<file path="config.mk">
export PLATFORM = sky130hd
export DESIGN_NAME = cfg_chain_rx
export DESIGN_NICKNAME = d
export VERILOG_FILES = /design/src/rtl/cfg_chain_pkg.sv /design/src/rtl/cfg_chain_preamble.sv /design/src/rtl/cfg_chain_frames.sv /design/src/rtl/cfg_chain_startup.sv /design/src/rtl/cfg_chain_rx.sv
export SDC_FILE = /design/constraint.sdc
export NUM_CORES = 1
export LEC_CHECK = 0
export ABC_AREA = 1
export CELL_PAD_IN_SITES_DETAIL_PLACEMENT = 1
export CELL_PAD_IN_SITES_GLOBAL_PLACEMENT = 1
export CORE_MARGIN = 2
export CORE_UTILIZATION = 28
export CTS_CLUSTER_DIAMETER = 80
export CTS_CLUSTER_SIZE = 14
export DETAILED_ROUTE_END_ITERATION = 7
export GPL_TIMING_DRIVEN = 0
export PLACE_DENSITY_LB_ADDON = 0.1
export SLEW_MARGIN = 20
export SYNTH_ARGS = -nofsm -noshare
export SYNTH_HDL_FRONTEND = slang
export SYNTH_SLANG_ARGS = --single-unit
</file>
<file path="constraint.sdc">
create_clock -name clk -period 5.2 [get_ports clk]
set_clock_uncertainty 0.15 [all_clocks]
set_input_delay 1.04 -clock clk [delete_from_list [all_inputs] [get_ports clk]]
set_output_delay 1.04 -clock clk [all_outputs]
set_load 0.005 [all_outputs]
</file>
<file path="src/rtl/cfg_chain_pkg.sv">
package cfg_chain_pkg;
  typedef enum logic [1:0] {
    ST_SEARCH = 2'd0,
    ST_LENGTH = 2'd1,
    ST_FRAMES = 2'd2,
    ST_PASS   = 2'd3
  } chain_state_e;

  localparam int unsigned PRE_W = 4;
  localparam logic [PRE_W-1:0] PRE_PATTERN = 4'b0010;
endpackage

</file>
<file path="src/rtl/cfg_chain_preamble.sv">
module cfg_chain_preamble #(
  parameter int unsigned W = 4,
  parameter logic [W-1:0] PATTERN = 4'b0010
) (
  input  logic clk,
  input  logic rst_n,
  input  logic en,
  input  logic din,
  output logic hit
);
  logic [W-2:0] hist_q, hist_n;

  always_comb begin
    hist_n = hist_q;
    if (en) hist_n = {hist_q[W-3:0], din};
  end

  always_ff @(posedge clk or negedge rst_n) begin
    if (!rst_n) hist_q <= '1;
    else        hist_q <= hist_n;
  end

  assign hit = en && ({hist_q, din} == PATTERN);
endmodule

</file>
<file path="src/rtl/cfg_chain_frames.sv">
module cfg_chain_frames #(
  parameter int unsigned FRAME_BITS = 8,
  parameter int unsigned NUM_FRAMES = 2
) (
  input  logic clk,
  input  logic rst_n,
  input  logic en,
  input  logic din,
  output logic bit_valid,
  output logic done
);
  localparam int unsigned IDX_W = $clog2(FRAME_BITS + 1);
  localparam int unsigned FCN_W = $clog2(NUM_FRAMES + 1);
  localparam logic [IDX_W-1:0] IDX_LAST = IDX_W'(FRAME_BITS - 1);
  localparam logic [FCN_W-1:0] FCN_LAST = FCN_W'(NUM_FRAMES - 1);

  logic             busy_q, busy_n;
  logic [IDX_W-1:0] idx_q, idx_n;
  logic [FCN_W-1:0] fcnt_q, fcnt_n;

  always_comb begin
    busy_n    = busy_q;
    idx_n     = idx_q;
    fcnt_n    = fcnt_q;
    bit_valid = 1'b0;
    done      = 1'b0;
    if (en) begin
      if (!busy_q) begin
        if (!din) begin
          busy_n = 1'b1;
          idx_n  = '0;
        end
      end else begin
        bit_valid = 1'b1;
        if (idx_q == IDX_LAST) begin
          busy_n = 1'b0;
          fcnt_n = fcnt_q + 1'b1;
          if (fcnt_q == FCN_LAST) done = 1'b1;
        end else begin
          idx_n = idx_q + 1'b1;
        end
      end
    end
  end

  always_ff @(posedge clk or negedge rst_n) begin
    if (!rst_n) begin
      busy_q <= 1'b0;
      idx_q  <= '0;
      fcnt_q <= '0;
    end else begin
      busy_q <= busy_n;
      idx_q  <= idx_n;
      fcnt_q <= fcnt_n;
    end
  end

  // a one while waiting for a start bit leaves the frame closed
  a_r6_fill_ignored: assert property (@(posedge clk) disable iff (!rst_n)
    (en && !busy_q && din) |=> !busy_q);
  // the frame counter never passes the configured frame count
  a_r10_frame_bound: assert property (@(posedge clk) disable iff (!rst_n)
    fcnt_q <= FCN_W'(NUM_FRAMES));
endmodule

</file>
<file path="src/rtl/cfg_chain_startup.sv">
module cfg_chain_startup #(
  parameter int unsigned LEN_W     = 24,
  parameter int unsigned REL_DELAY = 2
) (
  input  logic clk,
  input  logic rst_n,
  input  logic len_shift,
  input  logic len_last,
  input  logic din,
  output logic startup,
  output logic io_release
);
  logic [LEN_W-1:0]     len_q, len_n;
  logic                 len_ok_q, len_ok_n;
  logic [LEN_W-1:0]     cnt_q, cnt_n;
  logic                 start_q, start_n;
  logic [REL_DELAY-1:0] rel_q, rel_n;
  logic [LEN_W:0]       bit_num;

  assign bit_num = {1'b0, cnt_q} + 1'b1;

  always_comb begin
    len_n    = len_q;
    len_ok_n = len_ok_q;
    cnt_n    = cnt_q;
    start_n  = start_q;
    if (len_shift) len_n = {len_q[LEN_W-2:0], din};
    if (len_last)  len_ok_n = 1'b1;
    if (cnt_q != '1) cnt_n = cnt_q + 1'b1;
    if (len_ok_q && (bit_num == {1'b0, len_q})) start_n = 1'b1;
  end

  generate
    if (REL_DELAY == 1) begin : g_rel_one
      assign rel_n = start_q;
    end else begin : g_rel_chain
      assign rel_n = {rel_q[REL_DELAY-2:0], start_q};
    end
  endgenerate

  always_ff @(posedge clk or negedge rst_n) begin
    if (!rst_n) begin
      len_q    <= '0;
      len_ok_q <= 1'b0;
      cnt_q    <= '0;
      start_q  <= 1'b0;
      rel_q    <= '0;
    end else begin
      len_q    <= len_n;
      len_ok_q <= len_ok_n;
      cnt_q    <= cnt_n;
      start_q  <= start_n;
      rel_q    <= rel_n;
    end
  end

  assign startup    = start_q;
  assign io_release = rel_q[REL_DELAY-1];

  a_r8_startup_sticky: assert property (@(posedge clk) disable iff (!rst_n)
    startup |=> startup);
  a_r9_release_after_startup: assert property (@(posedge clk) disable iff (!rst_n)
    io_release |-> startup);
  a_r9_release_not_early: assert property (@(posedge clk) disable iff (!rst_n)
    $rose(startup) |-> !io_release);
endmodule

</file>
<file path="src/rtl/cfg_chain_rx.sv">
module cfg_chain_rx #(
  parameter int unsigned FRAME_BITS = 8,
  parameter int unsigned NUM_FRAMES = 2,
  parameter int unsigned LEN_W      = 24,
  parameter int unsigned REL_DELAY  = 2
) (
  input  logic clk,
  input  logic rst_n,
  input  logic ser_in,
  output logic ser_out,
  output logic frame_valid,
  output logic frame_bit,
  output logic startup,
  output logic io_release
);
  import cfg_chain_pkg::*;

  localparam int unsigned LC_W = $clog2(LEN_W + 1);
  localparam logic [LC_W-1:0] LC_LAST = LC_W'(LEN_W - 1);

  chain_state_e    state_q, state_n;
  logic [LC_W-1:0] lcnt_q, lcnt_n;
  logic            dout_q, dout_n;
  logic            fv_q, fb_q;
  logic            pre_hit, fr_valid, fr_done, len_last;

  cfg_chain_preamble #(.W(PRE_W), .PATTERN(PRE_PATTERN)) u_pre (
    .clk(clk), .rst_n(rst_n), .en(state_q == ST_SEARCH), .din(ser_in), .hit(pre_hit));

  cfg_chain_frames #(.FRAME_BITS(FRAME_BITS), .NUM_FRAMES(NUM_FRAMES)) u_frames (
    .clk(clk), .rst_n(rst_n), .en(state_q == ST_FRAMES), .din(ser_in),
    .bit_valid(fr_valid), .done(fr_done));

  cfg_chain_startup #(.LEN_W(LEN_W), .REL_DELAY(REL_DELAY)) u_start (
    .clk(clk), .rst_n(rst_n), .len_shift(state_q == ST_LENGTH), .len_last(len_last),
    .din(ser_in), .startup(startup), .io_release(io_release));

  assign len_last = (state_q == ST_LENGTH) && (lcnt_q == LC_LAST);

  always_comb begin
    state_n = state_q;
    lcnt_n  = lcnt_q;
    unique case (state_q)
      ST_SEARCH: if (pre_hit) begin
        state_n = ST_LENGTH;
        lcnt_n  = '0;
      end
      ST_LENGTH: begin
        if (len_last) state_n = ST_FRAMES;
        else          lcnt_n  = lcnt_q + 1'b1;
      end
      ST_FRAMES: if (fr_done) state_n = ST_PASS;
      ST_PASS:   state_n = ST_PASS;
      default:   state_n = ST_SEARCH;
    endcase
    dout_n = (state_q == ST_FRAMES) ? 1'b1 : ser_in;
  end

  always_ff @(posedge clk or negedge rst_n) begin
    if (!rst_n) begin
      state_q <= ST_SEARCH;
      lcnt_q  <= '0;
      dout_q  <= 1'b1;
      fv_q    <= 1'b0;
      fb_q    <= 1'b0;
    end else begin
      state_q <= state_n;
      lcnt_q  <= lcnt_n;
      dout_q  <= dout_n;
      fv_q    <= fr_valid;
      fb_q    <= ser_in;
    end
  end

  assign ser_out     = dout_q;
  assign frame_valid = fv_q;
  assign frame_bit   = fb_q;

  a_r5_hold_high: assert property (@(posedge clk) disable iff (!rst_n)
    (state_q == ST_FRAMES) |=> ser_out);
  a_r7_repeat: assert property (@(posedge clk) disable iff (!rst_n)
    (state_q == ST_PASS) |=> (ser_out == $past(ser_in)));
  a_r5_valid_only_in_frames: assert property (@(posedge clk) disable iff (!rst_n)
    (state_q != ST_FRAMES) |=> !frame_valid);
  a_r2_search_forward: assert property (@(posedge clk) disable iff (!rst_n)
    (state_q == ST_SEARCH) |=> (ser_out == $past(ser_in)));
endmodule

</file>
==> summary.md, run 1 <==
The initialized floorplan defines 43 standard-cell rows. On the final layout, the worst hold slack is 0.196 ns. The most common cell type on the critical path was sky130_fd_sc_hd__nand2_1.

The worst setup path is launched from a register. The top cell types in the final layout, fill and taps aside, are sky130_fd_sc_hd__nand2_1 (172), sky130_fd_sc_hd__inv_1 (71), sky130_fd_sc_hd__dfrtp_1 (68). The synthesized design contains 0 enable-type register cells.

For this design the ratio of total power to cell area is 438 mW/mm^2. The synthesized-area fraction occupied by and/or/nand/nor cells works out to 0.348. Slowest stage cell on the critical path: sky130_fd_sc_hd__dfrtp_1.

Initial antenna violation count: 0. The total congestion overflow after global routing was 0; the level count of the clock H-tree was 3. The clock-pin slew on the worst setup and hold paths works out to 0.06 ns.

The worst-case headroom to the max-slew limit came out at 0.581. TritonCTS built the clock tree. Clock tree synthesis inserted a total of 9 buffers.

The half-perimeter wire length after detailed placement was 8150 um; the count of state elements after synthesis was 72. Input and output buffers added on the ports amount to 7. The logs give 4 for the first-pass detailed-route iteration total and 0.160 for the global-route total usage across every layer. Summing every instance area after synthesis gives 0.00395 mm^2. The remaining antenna violation count was 0. The largest family of logic cells by synthesized area is simple AND/OR/NAND/NOR gates. The core region is 0.0138 mm^2. At the later pin of the worst-skew pair, clock insertion delay measures 0.34 ns. Data arrives at the worst endpoint at 2.63 ns. The worst slack at placement is 2.33 ns.

The number of different library cells in the post-synthesis netlist was 36; the slew at the pin closest to its max-slew limit was 0.629 ns. For this block, the initial DRC count from the detailed router was 109. The logs give 0 for the remaining design rule violation count and 0 for the number of max-slew violations in the final report.

Kind of end point of the critical path: a register. The commonest non-fill, non-tap cell in the layout is sky130_fd_sc_hd__nand2_1. The die span in x works out to 123 um. The count of warnings emitted by yosys is 0. Total die area: 0.0151 mm^2. The flow ran to the end, and the final reports show no timing, DRC or antenna violations. The synthesis-to-layout area growth works out to 16.7%. Among all flip-flop cells after synthesis, the most frequent one is sky130_fd_sc_hd__dfrtp_1. For the via count of the first global-routing pass, the log shows 3,538. Hold repair after CTS inserted 0 buffers. The initial core utilization was 0.286; the required time of the worst setup path was 5.29 ns. The share of flip-flops with an asynchronous set or reset after synthesis was 1.00; the final setup violation count was 0.

The share of synthesized area spent on multiplexers is 0, and the fmax is 0.393 GHz. The routed design could run at a clock period as short as 2.54 ns. 8 I/O pins were placed. The number of vias per cell was 4.58.

The logs give 2.66 ns for the setup slack of the most critical reg-to-reg path and 0 ns for the sum of negative setup slack. The post-detailed-route wirelength per cell works out to 14.8 um. The critical path starts at u_start.cnt_q[0].

The adder and majority gate portion of the synthesized area is 0.0127. The first global-routing pass estimated 17,900 um of wire. Fraction of the yosys area taken by sequential cells: 0.458.

Along the worst path, the maximum fanout reaches 7. Die boundary height: 123 um. In the synthesized netlist, the number of instances is 522. The post-route fraction of the period consumed by the critical path is 0.489. At the end of routability-driven placement, the weighted congestion stood at 0.747. The number of gates resized after CTS is 0, and the hold violation total from the final report is 0. The fraction of the mapped netlist area in compound gates was 0.0669. The routed layout has 3,327 vias. The average instance in the mapped netlist occupies 7.56 um^2.

The run gives 0.000178 V as the worst IR drop on VDD. The reg-to-reg critical path startpoint was u_start.cnt_q[0]. The tool flagged a number of max-cap violations equal to 0. In this run the post-CTS setup repair buffer count came out at 0.

The critical path is of the reg2reg type. Setup repair after global routing left no endpoint under its margin. The clock tree buffer depth is 2, and the number of nets in the synthesized netlist is 529. The type of the tightest min-delay check was reg2reg. The root buffer cell is sky130_fd_sc_hd__clkbuf_16. The analysis attributes to cell leakage a power of 2.27 nW. The final layout contains 548 nets. The tree built by TritonCTS fans out to 72 sinks. The xor/xnor share of the synthesized area works out to 0.0387. In this design, the stage delay of the slowest critical-path cell is 0.48 ns. The critical path goes through ha_1, nand2_1, nor2_2, nand2_2, nor2_2, nand3_1, nand2_1, inv_1, nand2_1, nor2_1, nand3_1, nor2_1, nand2_1, nand2_1.

The run gives 10,700 um as the total length of routed wires. The repair_antennas step left the layout with diodes totalling 0. The fraction of final layout cells with drive strength greater than 1 was 0.0861; the maximum number of pins on one net before global-route repair was 49. For the worst setup margin, the log shows 2.66 ns.

The worst hold path begins at u_start.rel_q[0].
## sequential cells by signal (all words and copies together) (netlist names), 2 cells and up
| signal | cells |
|---|---|
| lcnt_q | 5 |
| state_q | 2 |
| u_frames.fcnt_q | 2 |
| u_frames.idx_q | 4 |
| u_pre.hist_q | 3 |
| u_start.cnt_q | 24 |
| u_start.len_q | 24 |
| u_start.rel_q | 2 |
## metrics by stage
stage	area, um^2	utilization	instances	power, mW
2_1_floorplan	3950	-	522	1.14
3_3_place_gp	4240	0.307	709	1.32
3_5_place_dp	4270	0.309	710	1.33
4_1_cts	4610	0.333	726	2.07
5_1_grt	4610	0.333	726	2.18
6_report	4610	0.333	726	2.02
## kinds of logic after synthesis
family / count (synthesis)
simple gates: 306
fa+ha+maj: 4
xor+xnor: 12
compound gates: 48
buf+inv: 80
flops: 72
## cell usage after synthesis (all sizes together), types with 4 or more instances
cell | number | share of area
nor2 | 55 | 0.069
o21ai | 34 | 0.045
a21oi | 8 | 0.010
nand4 | 7 | 0.011
inv | 74 | 0.070
xor2 | 5 | 0.011
dfrtp | 68 | 0.43
dfstp | 4 | 0.027
nand2 | 179 | 0.18
clkbuf | 5 | 0.0048
ha | 4 | 0.013
xnor2 | 4 | 0.0089
nand3 | 59 | 0.077
## power by group
| group | internal [mW] | switching [mW] | leakage (nW) |
|---|---|---|---|
| sequential | 0.708 | 0.104 | 0.926 |
| combinational | 0.183 | 0.307 | 1.19 |
| clock | 0.470 | 0.248 | 0.160 |
## final timing paths
check / end / cells after the start
max: u_start.startup / 14
min: u_start.rel_q[1] / 0
max reg2reg: u_start.startup / 14
min reg2reg: u_start.rel_q[1] / 0
max in group asynchronous: u_pre.hist_q[0] / 2
min in group asynchronous: u_start.cnt_q[15] / 1
## critical path: cells and delay by family, from the launching register on
| kind | cells | cell delay, ns |
|---|---|---|
| DFF | 1 | 0.48 |
| and+or+nand+nor | 12 | 1.52 |
| buffers and inverters | 1 | 0.04 |
| adders and majority gates | 1 | 0.23 |
## metal layers
| layer | global-route usage | vias to the layer above | routed length (um) |
|---|---|---|---|
| met3 | 0.0372 | 10 | 244 |
| met5 | 0 | - | 0 |
| li1 | - | 1687 | - |
| met2 | 0.268 | 19 | 5220 |
| met1 | 0.200 | 1611 | 5080 |
| met4 | 0.0582 | 0 | 183 |
## final cells by class
cell class              instances  area (um^2)
fillers                      1682         9220
multi-input cells             370         1840
flip-flops and latches         72         1810
inverters                      75          282
clock buffers                  11          233
well taps                     180          225
clock inverters                 5          106
repair buffers                  8         95.1
plain buffers                   5         18.8
No activity file was read; power rests on OpenSTA's default activity.
==> inputs of run 2 (changes only) <==
==> constraint.sdc (replaced) <==
create_clock -name clk -period 2.2 [get_ports clk]
set_clock_uncertainty 0.15 [all_clocks]
set_input_delay 0.44 -clock clk [delete_from_list [all_inputs] [get_ports clk]]
set_output_delay 0.44 -clock clk [all_outputs]
set_load 0.005 [all_outputs]
==> run 2 against run 1 <==
Compared with the run above:
- design area up 4.1%
- die area unchanged
- sequential share of layout area down 1.5 points
- power up 140%
- combinational power up 150%
- largest cell class unchanged
- non-clock buffer count up 8
- cell count up 1.1%
- setup slack worse by 2.6 ns
- critical path depth down 2
- count of clock-buffer cells in the layout unchanged
- clock power up 140%
==> summary.md, run 2 (same netlist as run 1, synthesis figures left out) <==
The run finished with clean final reports. Setup repair after global routing could not meet its margin everywhere. The final-layout fill cell count was 1,664 (-1.1%). Max-capacitance violation count: 0 (unchanged).

In the layout the commonest cells are sky130_fd_sc_hd__nand2_1 (168), sky130_fd_sc_hd__inv_1 (69), sky130_fd_sc_hd__dfrtp_1 (67). The library cell used most frequently in the layout, excluding fill and tap cells, is sky130_fd_sc_hd__nand2_1. The run gives 49 (unchanged) as the maximum number of pins on one net before global-route repair. The kind of launch point of the worst setup path is a register.

On the critical path, the stage with the largest delay is an instance of sky130_fd_sc_hd__dfrtp_2. STA classifies the critical path endpoint as a register. The level count of the clock H-tree is 3 (unchanged), and the die span in x is 123 um (unchanged). Among the stages of the critical path, the cell type that occurs most often is sky130_fd_sc_hd__nand2_1. The critical path class is reg2reg.

The total congestion overflow after global routing was 0 (unchanged); the final net count was 556 (+1.5%). The insertion delay of the later-clocked pin in the worst-skew pair was 0.34 ns (about the same). The logs give 0.000420 V (+140%) for the worst IR drop on VDD and 43 (unchanged) for the number of placement rows.

The tools report the remaining design rule violation count as 0 (unchanged). The total power density per cell area is 1010 mW/mm^2 (+130%), and the total non-filler cell area in the finished layout is 0.00480 mm^2 (+4.1%). The path with the worst hold slack has its endpoint at u_start.rel_q[1]. The highest net fanout along the worst path was 6 (-1). Walking the worst path, the cells encountered are ha_4, nand2_2, nor2_4, buf_6, nand2_8, nor2_4, nand2_1, xnor3_4, nand3_1, nor2_1, nand2_1, nand2_1. The initial core utilization is 0.286 (unchanged). The tools report the number of max-slew violations in the final report as 0 (unchanged). Routed wire length on met2: 5360 um (+2.7%).

The non-filler instance count after layout was 734 (+1.1%); the synthesis-to-layout area growth was 21.5%. The logs give 0 (unchanged) for the hold violation total from the final report and 4 (unchanged) for the first-pass detailed-route iteration total. The type of the tightest min-delay check is reg2reg. The clock-pin slew on the worst setup and hold paths is 0.06 ns (about the same), and the first-pass GRT wire length is 18,100 um (+1.2%). The run gives 710 (unchanged) as the cell count after placement. The worst register-to-register path begins at u_start.cnt_q[0]. The worst register-to-register path ends at u_start.startup. The via count of the first global-routing pass is 3,565 (+0.76%), and the post-route fraction of the period consumed by the critical path is 0.980 (+0.491). The origin of the worst min-delay path was u_start.rel_q[0].

The number of stages on the worst hold path is 0 (unchanged), and the half-perimeter wire length after detailed placement is 8150 um (unchanged). The met3 wire length is 208 um (-15%), and the fraction of final layout cells with drive strength greater than 1 is 0.141 (+0.0547). The signal arrival time at the worst endpoint was 2.24 ns (-0.39 ns).

The number of vias per cell came out at 4.61 (+0.69%). The number of sinks driven by the clock tree was 72 (unchanged). Initial antenna violation count: 0 (unchanged). The I/O pin count was 8 (unchanged); the number of buffers created by CTS was 9 (unchanged).

Grouping stages by cell kind, the critical path spends the most delay in simple AND/OR/NAND/NOR gates. The slew at the pin closest to its max-slew limit was 0.567 ns (-0.0620 ns); the area inside the core boundary was 0.0138 mm^2 (unchanged). The run gives 0.00427 mm^2 (unchanged) as the instance area at placement. The total length of routed wires is 10,900 um (+1.7%). The number of input and output port buffers inserted works out to 7 (unchanged). CTS placed an instance of sky130_fd_sc_hd__clkbuf_16 at the clock tree root. The fmax came out at 0.464 GHz (+18%). The minimum clock period after layout is 2.16 ns (-0.387 ns). The setup slack of the most critical reg-to-reg path was 0.04 ns (-2.61 ns).

The remaining antenna violation count came out at 0 (unchanged). The number of cells on the critical path is 12 (-2), and the peak per-stage delay on the critical path is 0.41 ns (-0.07 ns). TritonCTS built the clock tree. For the detailed-routing wirelength on met1, the log shows 5110 um (+0.57%). The buffers plus inverters on the worst setup path was 1 (unchanged); the weighted congestion at the end of routability-driven global placement was 0.747 (unchanged). The number of cells on the worst reg-to-reg path is 12 (-2), and the final setup violation count is 0 (unchanged).

Die boundary height: 123 um (unchanged). The top routing layer in use is met4. The tools report the worst-case headroom to the max-slew limit as 0.622 (+0.0413).

The total die area was 0.0151 mm^2 (unchanged); the global-route total usage across every layer was 0.162 (+0.00177). The worst-case hold slack is 0.196 ns (+0.0000440 ns), and the post-detailed-route wirelength per cell is 14.9 um (+0.57%). The logs give 3,387 (+1.8%) for the via count and 2.33 nW (+2.3%) for the leakage power summed over all cells.

The required time of the worst setup path is 2.29 ns (-3.00 ns), and the clock tree buffer depth is 2 (unchanged). In the final layout, the registers with the most flip-flops are u_start.cnt_q (24), u_start.len_q (24), lcnt_q (5). The initial DRC count was 113 (+3.7%).

For the antenna diode count, the log shows 0 (unchanged).
==> run 2: changes by cell type in the layout (fill, tap and decap cells not counted), moves of 4 or more <==
cell                      delta
sky130_fd_sc_hd__nor2_2      +5
sky130_fd_sc_hd__nor2_4      +5
sky130_fd_sc_hd__buf_4       +6
sky130_fd_sc_hd__nand2_1     -4
sky130_fd_sc_hd__nor2_1     -10
==> run 2: stage by stage <==
step / worst slack [ns] / TNS (ns) / util / power, mW
4_1_cts: 0.0122 / 0 / 0.338 / 4.89
6_report: 0.0440 / 0 / 0.347 / 4.84
3_3_place_gp: -2.41 / -173.60 / 0.307 / 3.11
2_1_floorplan: 0.263 / 0 / - / 2.69
5_1_grt: -0.0659 / -0.0659 / 0.347 / 5.22
3_5_place_dp: -0.379 / -4.24 / 0.309 / 3.14
==> run 2: worst max-delay path by stage <==
stage | start | endpoint | slack [ns]
floorplan | u_start.cnt_q[0] | u_start.startup | 0.26
global placement | rst_n | u_frames.idx_q[3] | -2.41
detailed placement | u_start.cnt_q[0] | u_start.cnt_q[2] | -0.38
CTS | u_start.cnt_q[0] | u_start.startup | 0.01
global route | u_start.cnt_q[0] | u_start.startup | -0.07
finish | u_start.cnt_q[0] | u_start.startup | 0.04
==> run 2: final cells by class <==
class | count | area, um^2 | area share
Multi-Input combinational cell | 370 | 1960 | 0.408
Sequential cell | 72 | 1810 | 0.377
Inverter | 75 | 285 | 0.0595
Clock buffer | 11 | 233 | 0.0485
Tap cell | 180 | 225 | 0.0469
Timing Repair Buffer | 16 | 161 | 0.0336
Clock inverter | 5 | 106 | 0.0222
Buffer | 5 | 20.0 | 0.00417
==> run 2: routing by layer <==
metal,GRT usage,vias up
met5,0,-
met4,0.0733,0
met3,0.0288,11
met2,0.271,20
met1,0.202,1651
li1,-,1705
==> run 2: power breakdown <==
group	internal, mW	total, mW	switching, mW	leakage [nW]
Combinational	0.470	1.22	0.751	1.24
Clock	1.11	1.70	0.588	0.160
Sequential	1.67	1.92	0.247	0.926
Total	3.25	4.84	1.59	2.33
==> run 2: timing repair <==
item | CTS | global route
resized for setup | 12 | 22
endpoints found under the hold margin | 24 | 0
gates cloned | 0 | 0
hold buffers | 1 | 0
setup buffers | 3 | 4
pin swaps | 2 | 8
endpoints found under the setup margin | 20 | 6
==> inputs of run 3 (changes only) <==
--- a/config.mk
+++ b/config.mk
@@ -6,8 +6,9 @@
 export NUM_CORES = 1
 export LEC_CHECK = 0
 export ABC_AREA = 1
-export CELL_PAD_IN_SITES_DETAIL_PLACEMENT = 1
-export CELL_PAD_IN_SITES_GLOBAL_PLACEMENT = 1
+export CELL_PAD_IN_SITES_DETAIL_PLACEMENT = 2
+export CELL_PAD_IN_SITES_GLOBAL_PLACEMENT = 2
+export CORE_ASPECT_RATIO = 1.2
 export CORE_MARGIN = 2
 export CORE_UTILIZATION = 28
 export CTS_CLUSTER_DIAMETER = 80
==> run 3 against run 2 <==
Compared with the run above:
- clock power down 21%
- setup slack better by 0.067 ns
- power down 5.6%
- core utilization up 0.73 points
- count of clock-buffer cells in the layout up 2
==> summary.md, run 3 (same netlist as run 1, synthesis figures left out) <==
The area inside the core boundary was 0.0138 mm^2 (about the same). Traced cell by cell, the critical path runs through ha_4, nand2_4, nor2_4, nand2_4, nor2_4, nand2_2, xnor3_4, nand3_2, nor2_1, nand2_1, nand2_1. The number of input and output port buffers inserted was 7 (unchanged); the number of buffers created by CTS was 9 (unchanged). The logs give 1.64 mW (+3.3%) for the power spent charging and discharging nets and 0.596 (-0.0264) for the worst-case headroom to the max-slew limit. The worst slack at placement was -0.453 ns (-0.0738 ns); the number of max-slew violations in the final report was 0 (unchanged). The run gives 0.000472 V (+12%) as the worst IR drop on VDD. The weighted congestion at the end of routability-driven global placement is 0.775 (+3.7%), and the worst setup margin is 0.111 ns (+0.0673 ns). The tools report the total die area as 0.0151 mm^2 (about the same). The flow ran to the end, and the final reports show no timing, DRC or antenna violations. For the number of sinks driven by the clock tree, the log shows 72 (unchanged). The fraction of final layout cells with drive strength greater than 1 is 0.201 (+0.0599). The total congestion overflow after global routing is 0 (unchanged), and the required time of the worst setup path is 2.28 ns (about the same). Type of the tightest min-delay check: reg2reg. The number of cells on the worst reg-to-reg path was 11 (-1). For the signal arrival time at the worst endpoint, the log shows 2.17 ns (-0.07 ns). Commonest non-fill, non-tap cell in the layout: sky130_fd_sc_hd__nand2_1. The total power density per cell area is 933 mW/mm^2 (-7.5%). The highest net fanout along the worst path was 6 (unchanged); the first-pass detailed-route iteration total was 4 (unchanged). STA classifies the critical path startpoint as a register. The initial core utilization was 0.286 (about the same); the number of vias per cell was 4.84 (+4.9%). The die span in x was 112 um (-8.4%).

The logs give 2.93 mW (-9.9%) for the internal power consumption and 0.296 (-0.055) for the clock power share. The largest registers in the layout are u_start.cnt_q (24), u_start.len_q (24), lcnt_q (5). The tree is rooted in a sky130_fd_sc_hd__clkbuf_16.

The initial DRC count was 72 (-36%). The I/O pin count is 8 (unchanged), and the antenna diode count is 0 (unchanged). The logs give 0.00206 mm^2 (+5.4%) for the area of the multi-input gates and 0.479 GHz (+3.2%) for the fmax. The logs give 20,200 um (+11%) for the first-pass GRT wire length and 0 (unchanged) for the final setup violation count.

The clock-pin slew on the worst setup and hold paths was 0.05 ns (about the same); the final-layout fill cell count was 1,589 (-4.5%). The hold violation total from the final report is 0 (unchanged), and the share of total power consumed by net switching is 0.358 (+0.0307). The via count of the first global-routing pass is 4,006 (+12%). The number of placement rows was 47 (+9.3%); the remaining design rule violation count was 0 (unchanged). The library cells used most frequently in the layout, excluding fill and tap cells, are sky130_fd_sc_hd__nand2_1 (153), sky130_fd_sc_hd__inv_1 (69), sky130_fd_sc_hd__dfrtp_1 (64). The die boundary height came out at 134 um (+9.2%). The utilization after layout was 0.354 (+0.00734).

The clock tree buffer depth came out at 2 (unchanged). The tools report the max-capacitance violation count as 0 (unchanged). The via count is 3,553 (+4.9%). The area occupied by registers came out at 0.00181 mm^2 (+0.21%). Critical path class: reg2reg.

The final net count is 565 (+1.6%). The synthesis-to-layout area growth was 24.0%; the minimum clock period after layout was 2.09 ns (-0.0673 ns). The slew at the pin closest to its max-slew limit came out at 0.606 ns (+0.0396 ns).

TritonCTS built the clock tree. The number of stages on the worst hold path came out at 0 (unchanged). The slowest stage cell on the critical path was sky130_fd_sc_hd__dfrtp_1. For the initial antenna violation count, the log shows 0 (unchanged).

The tools report the remaining antenna violation count as 0 (unchanged). The logs give 3 (unchanged) for the level count of the clock H-tree and 0.423 (+0.026) for the sequential share of power. Maximum number of pins on one net before global-route repair: 50 (+2.0%). STA classifies the critical path endpoint as a register. For the global-route total usage across every layer, the log shows 0.173 (+0.0111). The run gives 0.34 ns (about the same) as the insertion delay of the later-clocked pin in the worst-skew pair. The post-detailed-route wirelength per cell is 16.6 um (+12%), and the combinational group share of total power is 0.281 (+0.029). The leakage power summed over all cells was 2.43 nW (+4.5%); the half-perimeter wire length after detailed placement was 9230 um (+13%). The total length of routed wires is 12,200 um (+12%), and the post-route fraction of the period consumed by the critical path is 0.949 (-0.0306).

The peak per-stage delay on the critical path came out at 0.41 ns (about the same).
[run 3: layer usage]
| layer | track usage | up-vias | share of wire |
|---|---|---|---|
| li1 | - | 1712 | - |
| met1 | 0.190 | 1816 | 0.39 |
| met2 | 0.333 | 15 | 0.57 |
| met3 | 0.0307 | 10 | 0.019 |
| met4 | 0.0549 | 0 | 0.013 |
| met5 | 0 | - | 0 |
[run 3: layout make-up]
cell class,count,area share
sequential,72,0.370
tap,171,0.0437
timing repair buffer,25,0.0475
clock buffer,13,0.0511
clock inverter,3,0.00383
multi-input combinational,370,0.422
inverter,75,0.0580
buffer,5,0.00409
[run 3: stage by stage]
stage / instances / TNS, ns / hold WS (ns) / cell area [um^2] / power (mW)
after floorplan: 522 / 0 / -0.00559 / 3950 / 2.69
after global placement: 700 / -174.18 / 0.182 / 4230 / 3.13
after detailed placement: 701 / -5.81 / 0.187 / 4260 / 3.20
after CTS: 721 / 0 / 0.200 / 4610 / 4.62
after global routing: 734 / -0.0388 / 0.219 / 4900 / 4.93
final: 734 / 0 / 0.198 / 4900 / 4.57
[run 3: timing repair]
item | CTS | global route
hold buffers | 1 | 0
endpoints found under the setup margin | 26 | 12
gates resized for setup | 15 | 55
hold endpoints to repair | 23 | 0
setup buffers | 3 | 13
pin swaps | 1 | 26
[run 3: power by group through the flow]
stage / clock network [mW] / logic [mW] / registers [mW]
after floorplan: 0 / 0.817 / 1.87
after global placement: 0 / 1.18 / 1.94
after detailed placement: 0 / 1.25 / 1.95
after CTS: 1.41 / 1.28 / 1.94
after global routing: 1.45 / 1.49 / 1.99
final: 1.35 / 1.28 / 1.93
[run 3: critical path: cells and delay by family, from the launching register on]
family                   cells  cell delay, ns
AND/OR/NAND/NOR              9            0.92
flip-flops                   1            0.41
XOR/XNOR                     1            0.32
adder cells (fa/ha/maj)      1            0.18
[run 3: path summary, 6_finish.rpt]
kind | start | endpoint | slack, ns
max | u_start.cnt_q[1] | u_start.startup | 0.11
min | u_start.rel_q[0] | u_start.rel_q[1] | 0.20
max reg2reg | u_start.cnt_q[1] | u_start.startup | 0.11
min reg2reg | u_start.rel_q[0] | u_start.rel_q[1] | 0.20
max in group asynchronous | rst_n | ser_out | 0.85
min in group asynchronous | rst_n | u_start.cnt_q[15] | 0.41
